--- src/rtl/dmd_pkg.sv ---
package dmd_pkg;
  localparam int MODE_W = 3;
  localparam int MOD_W  = 6;   // holds the largest modulus, 33

  typedef enum logic [MODE_W-1:0] {
    PS_FIX1 = 3'd0, PS_FIX2 = 3'd1, PS_FIX3 = 3'd2,
    PS_DM2  = 3'd3, PS_DM4  = 3'd4, PS_DM8  = 3'd5,
    PS_DM16 = 3'd6, PS_DM32 = 3'd7
  } ps_mode_e;

  function automatic logic is_fixed(input logic [MODE_W-1:0] m);
    return m < PS_DM2;
  endfunction

  // Fixed ratio F for fixed modes, lower modulus P for dual-modulus modes
  function automatic logic [MOD_W-1:0] base_mod(input logic [MODE_W-1:0] m);
    logic [MOD_W-1:0] r;
    if (is_fixed(m)) r = MOD_W'(m) + MOD_W'(1);
    else             r = MOD_W'(2) << (m - PS_DM2);
    return r;
  endfunction
endpackage

--- src/rtl/dmd_cfg_reg.sv ---
module dmd_cfg_reg
  import dmd_pkg::*;
#(
  parameter int AW = 6,
  parameter int BW = 13
) (
  input  logic              clk,
  input  logic              rst_n,
  input  logic              load,
  input  logic [MODE_W-1:0] in_mode,
  input  logic              in_byp,
  input  logic [AW-1:0]     in_a,
  input  logic [BW-1:0]     in_b,
  output logic [MODE_W-1:0] sh_mode,
  output logic              sh_byp,
  output logic [AW-1:0]     sh_a,
  output logic [BW-1:0]     sh_b,
  output logic              err
);
  logic bad;

  always_comb begin
    if (is_fixed(in_mode)) bad = !in_byp && (in_b == '0);
    else                   bad = (BW'(in_a) > in_b) || (in_b == '0);
  end

  always_ff @(posedge clk) begin
    if (!rst_n) begin
      sh_mode <= PS_FIX1;
      sh_byp  <= 1'b1;
      sh_a    <= '0;
      sh_b    <= BW'(1);
      err     <= 1'b0;
    end else if (load) begin
      err <= bad;
      if (!bad) begin
        sh_mode <= in_mode;
        sh_byp  <= in_byp;
        sh_a    <= in_a;
        sh_b    <= in_b;
      end
    end
  end

  // the flag only rises as a result of a load
  p_err_from_load_r7: assert property (@(posedge clk) disable iff (!rst_n)
    $rose(err) |-> $past(load));

  // a rejected load leaves the shadow settings untouched
  p_reject_keeps_shadow_r7: assert property (@(posedge clk) disable iff (!rst_n)
    (load && bad) |=> ($stable(sh_mode) && $stable(sh_byp) && $stable(sh_a) && $stable(sh_b)));
endmodule

--- src/rtl/dmd_prescaler.sv ---
module dmd_prescaler #(
  parameter int MW = 6
) (
  input  logic          clk,
  input  logic          rst_n,
  input  logic [MW-1:0] reload,   // modulus of the prescaler cycle that starts next
  output logic          tc
);
  logic [MW-1:0] cnt;

  assign tc = (cnt == '0);

  always_ff @(posedge clk) begin
    if (!rst_n)  cnt <= '0;
    else if (tc) cnt <= reload - MW'(1);
    else         cnt <= cnt - MW'(1);
  end

  // the count never exceeds the largest modulus minus one
  p_count_bound_r4: assert property (@(posedge clk) disable iff (!rst_n)
    cnt <= MW'(32));
endmodule

--- src/rtl/dmd_swallow.sv ---
module dmd_swallow
  import dmd_pkg::*;
#(
  parameter int AW = 6,
  parameter int BW = 13,
  parameter int MW = 6
) (
  input  logic              clk,
  input  logic              rst_n,
  input  logic              tc,
  input  logic [MODE_W-1:0] sh_mode,
  input  logic              sh_byp,
  input  logic [AW-1:0]     sh_a,
  input  logic [BW-1:0]     sh_b,
  output logic              n_term,
  output logic [MW-1:0]     next_mod
);
  logic [MODE_W-1:0] act_mode;
  logic [AW-1:0]     a_rem;
  logic [BW-1:0]     b_rem;
  logic [MODE_W-1:0] nx_mode;
  logic [AW-1:0]     nx_a;
  logic [BW-1:0]     nx_b;

  assign n_term = tc && (b_rem == BW'(1));

  // State that holds after the prescaler cycle now ending
  always_comb begin
    if (n_term) begin
      nx_mode = sh_mode;
      nx_b    = (is_fixed(sh_mode) && sh_byp) ? BW'(1) : sh_b;
      nx_a    = is_fixed(sh_mode) ? '0 : sh_a;
    end else begin
      nx_mode = act_mode;
      nx_b    = b_rem - BW'(1);
      nx_a    = (a_rem != '0) ? a_rem - AW'(1) : '0;
    end
    if (is_fixed(nx_mode)) next_mod = MW'(base_mod(nx_mode));
    else                   next_mod = MW'(base_mod(nx_mode)) + MW'(nx_a != '0);
  end

  always_ff @(posedge clk) begin
    if (!rst_n) begin
      act_mode <= PS_FIX1;
      a_rem    <= '0;
      b_rem    <= BW'(1);
    end else if (tc) begin
      act_mode <= nx_mode;
      a_rem    <= nx_a;
      b_rem    <= nx_b;
    end
  end

  // swallow cycles left never exceed main cycles left
  p_swallow_bound_r6: assert property (@(posedge clk) disable iff (!rst_n)
    !is_fixed(act_mode) |-> (BW'(a_rem) <= b_rem));

  // rejected settings keep the main count from ever reaching zero
  p_main_nonzero_r7: assert property (@(posedge clk) disable iff (!rst_n)
    b_rem != '0);
endmodule

--- src/rtl/dmd_divider.sv ---
module dmd_divider
  import dmd_pkg::*;
#(
  parameter int AW = 6,
  parameter int BW = 13,
  parameter int MW = MOD_W
) (
  input  logic          clk,
  input  logic          rst_n,
  input  logic          cfg_load,
  input  logic [2:0]    cfg_mode,
  input  logic          cfg_bypass,
  input  logic [AW-1:0] cfg_a,
  input  logic [BW-1:0] cfg_b,
  output logic          fb_pulse,
  output logic          cfg_err
);
  logic [MODE_W-1:0] sh_mode;
  logic              sh_byp;
  logic [AW-1:0]     sh_a;
  logic [BW-1:0]     sh_b;
  logic              psc_tc;
  logic              n_term;
  logic [MW-1:0]     next_mod;
  logic              pulse_q;

  dmd_cfg_reg #(.AW(AW), .BW(BW)) u_cfg (
    .clk(clk), .rst_n(rst_n), .load(cfg_load),
    .in_mode(cfg_mode), .in_byp(cfg_bypass), .in_a(cfg_a), .in_b(cfg_b),
    .sh_mode(sh_mode), .sh_byp(sh_byp), .sh_a(sh_a), .sh_b(sh_b),
    .err(cfg_err)
  );

  dmd_swallow #(.AW(AW), .BW(BW), .MW(MW)) u_swl (
    .clk(clk), .rst_n(rst_n), .tc(psc_tc),
    .sh_mode(sh_mode), .sh_byp(sh_byp), .sh_a(sh_a), .sh_b(sh_b),
    .n_term(n_term), .next_mod(next_mod)
  );

  dmd_prescaler #(.MW(MW)) u_psc (
    .clk(clk), .rst_n(rst_n), .reload(next_mod), .tc(psc_tc)
  );

  always_ff @(posedge clk) begin
    if (!rst_n) pulse_q <= 1'b0;
    else        pulse_q <= n_term;
  end

  assign fb_pulse = pulse_q;

  // every output pulse follows a prescaler terminal count
  p_pulse_after_tc_r9: assert property (@(posedge clk) disable iff (!rst_n)
    fb_pulse |-> $past(psc_tc));
endmodule

--- config.mk ---
export PLATFORM = sky130hd
export DESIGN_NAME = dmd_divider
export DESIGN_NICKNAME = d
export VERILOG_FILES = /design/src/rtl/dmd_pkg.sv /design/src/rtl/dmd_cfg_reg.sv /design/src/rtl/dmd_prescaler.sv /design/src/rtl/dmd_swallow.sv /design/src/rtl/dmd_divider.sv
export SDC_FILE = /design/constraint.sdc
export NUM_CORES = 1
export LEC_CHECK = 0
export ABC_AREA = 1
export BUFFER_PORTS_ARGS = -buffer_cell sky130_fd_sc_hd__buf_2
export CORE_MARGIN = 2
export CORE_UTILIZATION = 55
export DETAILED_ROUTE_END_ITERATION = 8
export PLACE_DENSITY_LB_ADDON = 0.08
export SLEW_MARGIN = 30
export SYNTH_ARGS = -nofsm -noshare
export SYNTH_HDL_FRONTEND = slang
export SYNTH_HIERARCHICAL = 1
export SYNTH_SLANG_ARGS = --single-unit
--- constraint.sdc ---
create_clock -name clk -period 8.4 [get_ports clk]
set_input_delay 0.84 -clock clk [delete_from_list [all_inputs] [get_ports clk]]
set_output_delay 0.84 -clock clk [all_outputs]
set_load 0.02 [all_outputs]
# --- Word level (Yosys, flattened, before mapping) ---
# Index checks and enable logic that the tools add are counted.
# Widths: inputs -> output; s select.
totals:
  reg_bits: 53
  inputBits: 26
  out_inout_bits: 2
  elab_cells: 44
classes:
  n_addsub: 7
  magnitude_cmp: 4
  eq_ne: 1
  n_shift: 1
  n_mux: 10
  bitwise_logic: 1
  n_reduce_logical: 10
ops:
  columns: ["cell", "count"]
  rows:
  - ["$mux 6", 6]
  - ["$mux 13", 2]
  - ["$sub 6x1->6 const B", 3]
  - ["$eq 13x1->1 const B", 1]
  - ["$gt 6x13->1", 1]
  - ["$logic_not 13->1", 1]
  - ["$sub 13x1->13 const B", 1]
  - ["$reduce_bool 6->1", 2]
  - ["$lt 3x2->1 const B", 3]
  - ["$add 6x1->6", 1]
  - ["$logic_not 6->1", 1]
  - ["$shl 2x3->6 const A", 1]
  - ["$add 3x1->4 const B", 1]
  - ["$logic_and 1x1->1", 3]
  - ["$mux 3", 1]
  - ["$sub 3x2->3 const B", 1]
  - ["$reduce_and 2->1", 1]
  - ["$logic_not 1->1", 1]
  - ["$logic_or 1x1->1", 1]
  - ["$mux 1", 1]
  - ["$not 1->1", 1]

# --- Logic depth before layout (Yosys ltp) ---
logic_depth:
  word_depth: 10
  mapped_depth: 23
  ltp_nobuf: 21

# --- By module ---
# Netlist, hierarchy kept.
modules_own_cells:
  columns: ["module", "instances", "cells_each", "area_each_um2", "seq_area_each_um2"]
  rows:
  - ["dmd_swallow", 1, 247, 1686.6, 440.4]
  - ["dmd_cfg_reg", 1, 174, 1277.5, 480.5]
  - ["dmd_prescaler", 1, 66, 422.9, 120.1]
  - ["dmd_divider", 1, 3, 27.5, 20.0]

# --- Worst setup path after synthesis ---
# OpenSTA, ideal clock, no wires.
synth_path:
  path_type: "reg-to-reg"
  from: "reg u_psc.cnt[1]"
  to: "reg u_psc.cnt[4]"
  setup_time_ns: 0.116
  t_arrival_ns: 2.589
  required_time_ns: 8.284
  slack_ns: 5.695
  stages_incl_launch_ff: 21
  n_path_buf: 1
  synth_period_minus_slack_ns: 2.705
  cell_sequence: "dfxtp_1 > nor2_4 > nand3_4 > inv_1 > buf_4 > nand3_2 > nor2_4 > nand2_8 > o21ai_2 > inv_1 > ha_1 > nand2_1 > nand2_1 > inv_1 > nor2_1 > nor2_1 > ha_1 > nand2_2 > nor2_1 > xor2_1 > nor2_1"
synth_via:
  elab_chain_len: 10
  elab_cells_between_ends: 15
  cone_classes: "add/sub: 5; order compare: 1; shift: 1; mux: 5; reduce/logical: 3"
synth_lines:
  columns: ["item", "line", "rtl"]
  rows:
  - ["from (decl)", "dmd_prescaler.sv:9", "logic [MW-1:0] cnt;"]
  - ["from (signal assigned)", "dmd_prescaler.sv:15", "else if (tc) cnt <= reload - MW'(1);"]
  - ["from (signal assigned)", "dmd_prescaler.sv:16", "else cnt <= cnt - MW'(1);"]
  - ["$logic_not 6->1 (*)", "dmd_prescaler.sv:11", "assign tc = (cnt == '0);"]
  - ["net psc_tc", "dmd_divider.sv:22", "logic psc_tc;"]
  - ["$logic_and 1x1->1 (*)", "dmd_swallow.sv:25", "assign n_term = tc && (b_rem == BW'(1));"]
  - ["$mux 3", "dmd_swallow.sv:29", "if (n_term) begin"]
  - ["$sub 3x2->3", "dmd_pkg.sv:19", "else r = MOD_W'(2) << (m - PS_DM2);"]
  - ["$shl 2x3->6", "dmd_pkg.sv:19", null]
  - ["$mux 6", "dmd_swallow.sv:38", "if (is_fixed(nx_mode)) next_mod = MW'(base_mod(nx_mode));"]
  - ["$add 6x1->6", "dmd_swallow.sv:39", "else next_mod = MW'(base_mod(nx_mode)) + MW'(nx_a != '0);"]
  - ["$mux 6 (*)", "dmd_swallow.sv:38", null]
  - ["net next_mod[1]", "dmd_divider.sv:24", "logic [MW-1:0] next_mod;"]
  - ["$sub 6x1->6 (*)", "dmd_prescaler.sv:15", null]
  - ["$mux 6 (*)", "dmd_prescaler.sv:15", null]
# Mark *: on every way through the listed nets, which the timed path passes. The rest lies on a longest branch. The select of a mux whose other input is x is not followed.
# A chain may end at the register's enable or synchronous reset.

# --- Worst setup path in the final report ---
# Ends and elaborated chain as after synthesis.

==> flow_metrics.tcl <==
set metrics [dict create \
    drive_gt1_frac 0.174 \
    cts_sinks 53 \
    ff2ff_path_depth 19 \
    leakage_nw 1.75 \
    drt.antenna.violating_nets 0 \
    htreeDepth 2 \
    dieWidth_um 82.8 \
    cts.repair.resized 0 \
    p_sw_frac 0.478 \
    postLayoutSetupSlackWorst_ns 4.94 \
    holdPathEnd "u_cfg/sh_b[5]" \
    status "complete, no violations" \
    cp-start-kind "flop" \
    pre_cts_ws_ns 4.96 \
    cp.arrival_ns 3.64 \
    avgSynthCellArea_um2 6.97 \
    grt_max_degree 37 \
    final_common_cell "nand2_1" \
    grt_first_pass_wirelength_um 11900 \
    stdcell_area_um2 3580 \
    post-route-util 0.601 \
    synth.distinct_cells 43 \
    cts_root_buf "clkbuf_8" \
    synthCells 490 \
    seq_area_frac_synth 0.311 \
    end_kind "flop" \
    rows 28 \
    reg2reg_to "u_psc/cnt[4]" \
    gp_congestion 0.850 \
    critPathMaxFanout 24 \
    period_needed_ns 3.46 \
    ctsHoldBuffers 0 \
    synth_nets 527 \
    worst_hold_path_type "flop to flop" \
    p_switching_mw 0.555 \
    die_h_um 82.8 \
    grt_overflow_total 0 \
    wire_per_inst_um 11.8 \
    r2r_start "u_psc/cnt[1]" \
    final-instance-count-excl-fill 582 \
    antenna_found_initial 0 \
    initial_core_util 0.573 \
    clkTransAtPathRegs_ns 0.09 \
    dp_cells 575 \
    io-pin-count 28 \
    portBuffers 27 \
    fmax_mhz 289 \
    nFillCells 607 \
    power_frac_seq 0.306 \
    worstMarginPinSlew_ns 0.659 \
    power_density_nw_per_um2 324 \
    final_cell_mix "nand2_1, nor2_1, inv_1" \
    hpwl_um 5230 \
    combPwrFrac 0.571 \
    clock_latency_ns 0.29 \
    syn-cell-area_um2 3410 \
    crit_top_cell "nor2_1" \
    rsz0062_at_grt "no" \
    fin_crit_sh 0.411 \
    slowest_stage "inv_1" \
    hold_ws_ns 0.478 \
    routed_via_density 5.15 \
    drc_errors 0 \
    hold_path_startpoint "u_cfg/sh_b[5]" \
    layout.nets 544 \
    critPathBufInv 3 \
    clockBufferDepth 2 \
    die-area_um2 6850 \
    post-cts-setup-buffers 0 \
    crit_family "simple AND/OR/NAND/NOR gates" \
    synth-seq-cells 53 \
    path_class "flop to flop" \
    p_total_mw 1.16 \
    core-area_um2 5960 \
    reg2reg_slack_ns 4.94 \
    clock_power_share 0.123 \
    ir_drop_mv 0.216 \
    p_int_mw 0.605 \
    drtIter0Drc 180 \
    finalHoldViolCount 0 \
    insertedDiodeCount 0 \
    seq_area_um2 1060 \
    worstPathRequired_ns 8.59 \
    min_path_cells 2 \
    syn2layout_area_growth_pct 4.87 \
    finalSetupViolCount 0 \
    drv_cap 0 \
    ys_warn_count 6 \
    firstDrtPassIters 4 \
    wirelength_um 6890 \
    crit_path_max_incr_delay_ns 0.48 \
    grt_pass1_vias 2613 \
    postPlaceCellArea_um2 3490 \
    cts_tree "done" \
    slew_violations 0 \
    max_slew_margin 0.560 \
    grt_use_total 0.221 \
    crit_chain "nor2_4 -> nand3_4 -> inv_1 -> nand3_2 -> nor2_4 -> nand2_8 -> o21ai_2 -> inv_1 -> ha_1 -> nand2_1 -> nand2_1 -> inv_1 -> nor2_1 -> nor2_1 -> ha_1 -> nand2_2 -> nor2_1 -> xor2_1 -> nor2_1" \
    startpoint "u_psc/cnt[1]" \
    cts_buffers 5 \
    fin_setup_tns_ns 0 \
    worst_clock_skew_ns 0.00896 \
    multi_input_area_um2 1960 \
    dr_total_vias 3000 \
]
[power by group through the flow]
| stage | sequential (mW) | combinational, mW | clock (mW) |
|---|---|---|---|
| 2_1_floorplan | 0.352 | 0.574 | 0 |
| 3_3_place_gp | 0.359 | 0.645 | 0 |
| 6_report | 0.355 | 0.661 | 0.143 |
| 4_1_cts | 0.354 | 0.660 | 0.148 |
| 5_1_grt | 0.361 | 0.760 | 0.159 |
| 3_5_place_dp | 0.360 | 0.657 | 0 |
[synthesized netlist by cell type (all sizes together)]
library cell,n,area [µm²]
nor2,93,459
nor4,1,6.26
nand3,39,233
nor3,4,25.0
o211ai,2,20.0
inv,60,228
clkbuf,2,7.51
ha,11,138
xor2,3,26.3
clkinv,2,13.8
xnor2,1,8.76
or2,4,25.0
nand3b,15,113
a21oi,25,136
o21ai,29,175
buf,15,141
dfxtp,53,1060
a31oi,5,31.3
nand4,15,93.8
nand2,110,464
o221ai,1,8.76
[worst max path at each step]
stage | end | cells past startpoint
4_1_cts | u_psc/cnt[4] | 19
6_report | u_psc/cnt[4] | 19
3_3_place_gp | u_psc/cnt[4] | 19
3_5_place_dp | u_psc/cnt[4] | 19
5_1_grt | u_psc/cnt[4] | 19
2_1_floorplan | u_psc/cnt[4] | 20
[cells by family after synthesis]
family | count (synthesis) | share of synthesized area
xor gates and xnor gates | 4 | 0.0103
AOI/OAI and AO/OA | 62 | 0.109
buffers and inverters | 79 | 0.114
DFF | 53 | 0.311
adders and majority gates | 11 | 0.0403
and+or+nand+nor | 281 | 0.416
[worst reg2reg max path: stages, from the launching register on]
cell and delay [ns]:
dfxtp_1 0.35, nor2_4 0.19, nand3_4 0.13, inv_1 0.48, nand3_2 0.18, nor2_4 0.25
nand2_8 0.19, o21ai_2 0.28, inv_1 0.09, ha_1 0.29, nand2_1 0.06, nand2_1 0.05
inv_1 0.06, nor2_1 0.05, nor2_1 0.13, ha_1 0.19, nand2_2 0.06, nor2_1 0.11
xor2_1 0.16, nor2_1 0.05
[flip-flops by register name, indices dropped and copies added, names as in the netlist]
name and flops:
fb_pulse 1, u_cfg/err 1, u_cfg/sh_a 6, u_cfg/sh_b 13
u_cfg/sh_byp 1, u_cfg/sh_mode 3, u_psc/cnt 6, u_swl/a_rem 6
u_swl/act_mode 3, u_swl/b_rem 13
[area by class of cell]
| cell class | count | area share |
|---|---|---|
| well taps | 75 | 0.0262 |
| repair buffers | 27 | 0.0377 |
| flip-flops and latches | 53 | 0.296 |
| multi-input cells | 358 | 0.548 |
| inverters | 62 | 0.0674 |
| clock buffers | 7 | 0.0241 |
[metal layers]
layer	wire, µm	up-vias	part of all wire	GRT usage
li1	-	1607	-	-
met1	3650	1348	0.53	0.332
met2	2950	39	0.43	0.324
met3	218	6	0.032	0.0411
met4	64	0	0.0093	0.0508
met5	0	-	0	0
(Power assumes the default switching activity.)
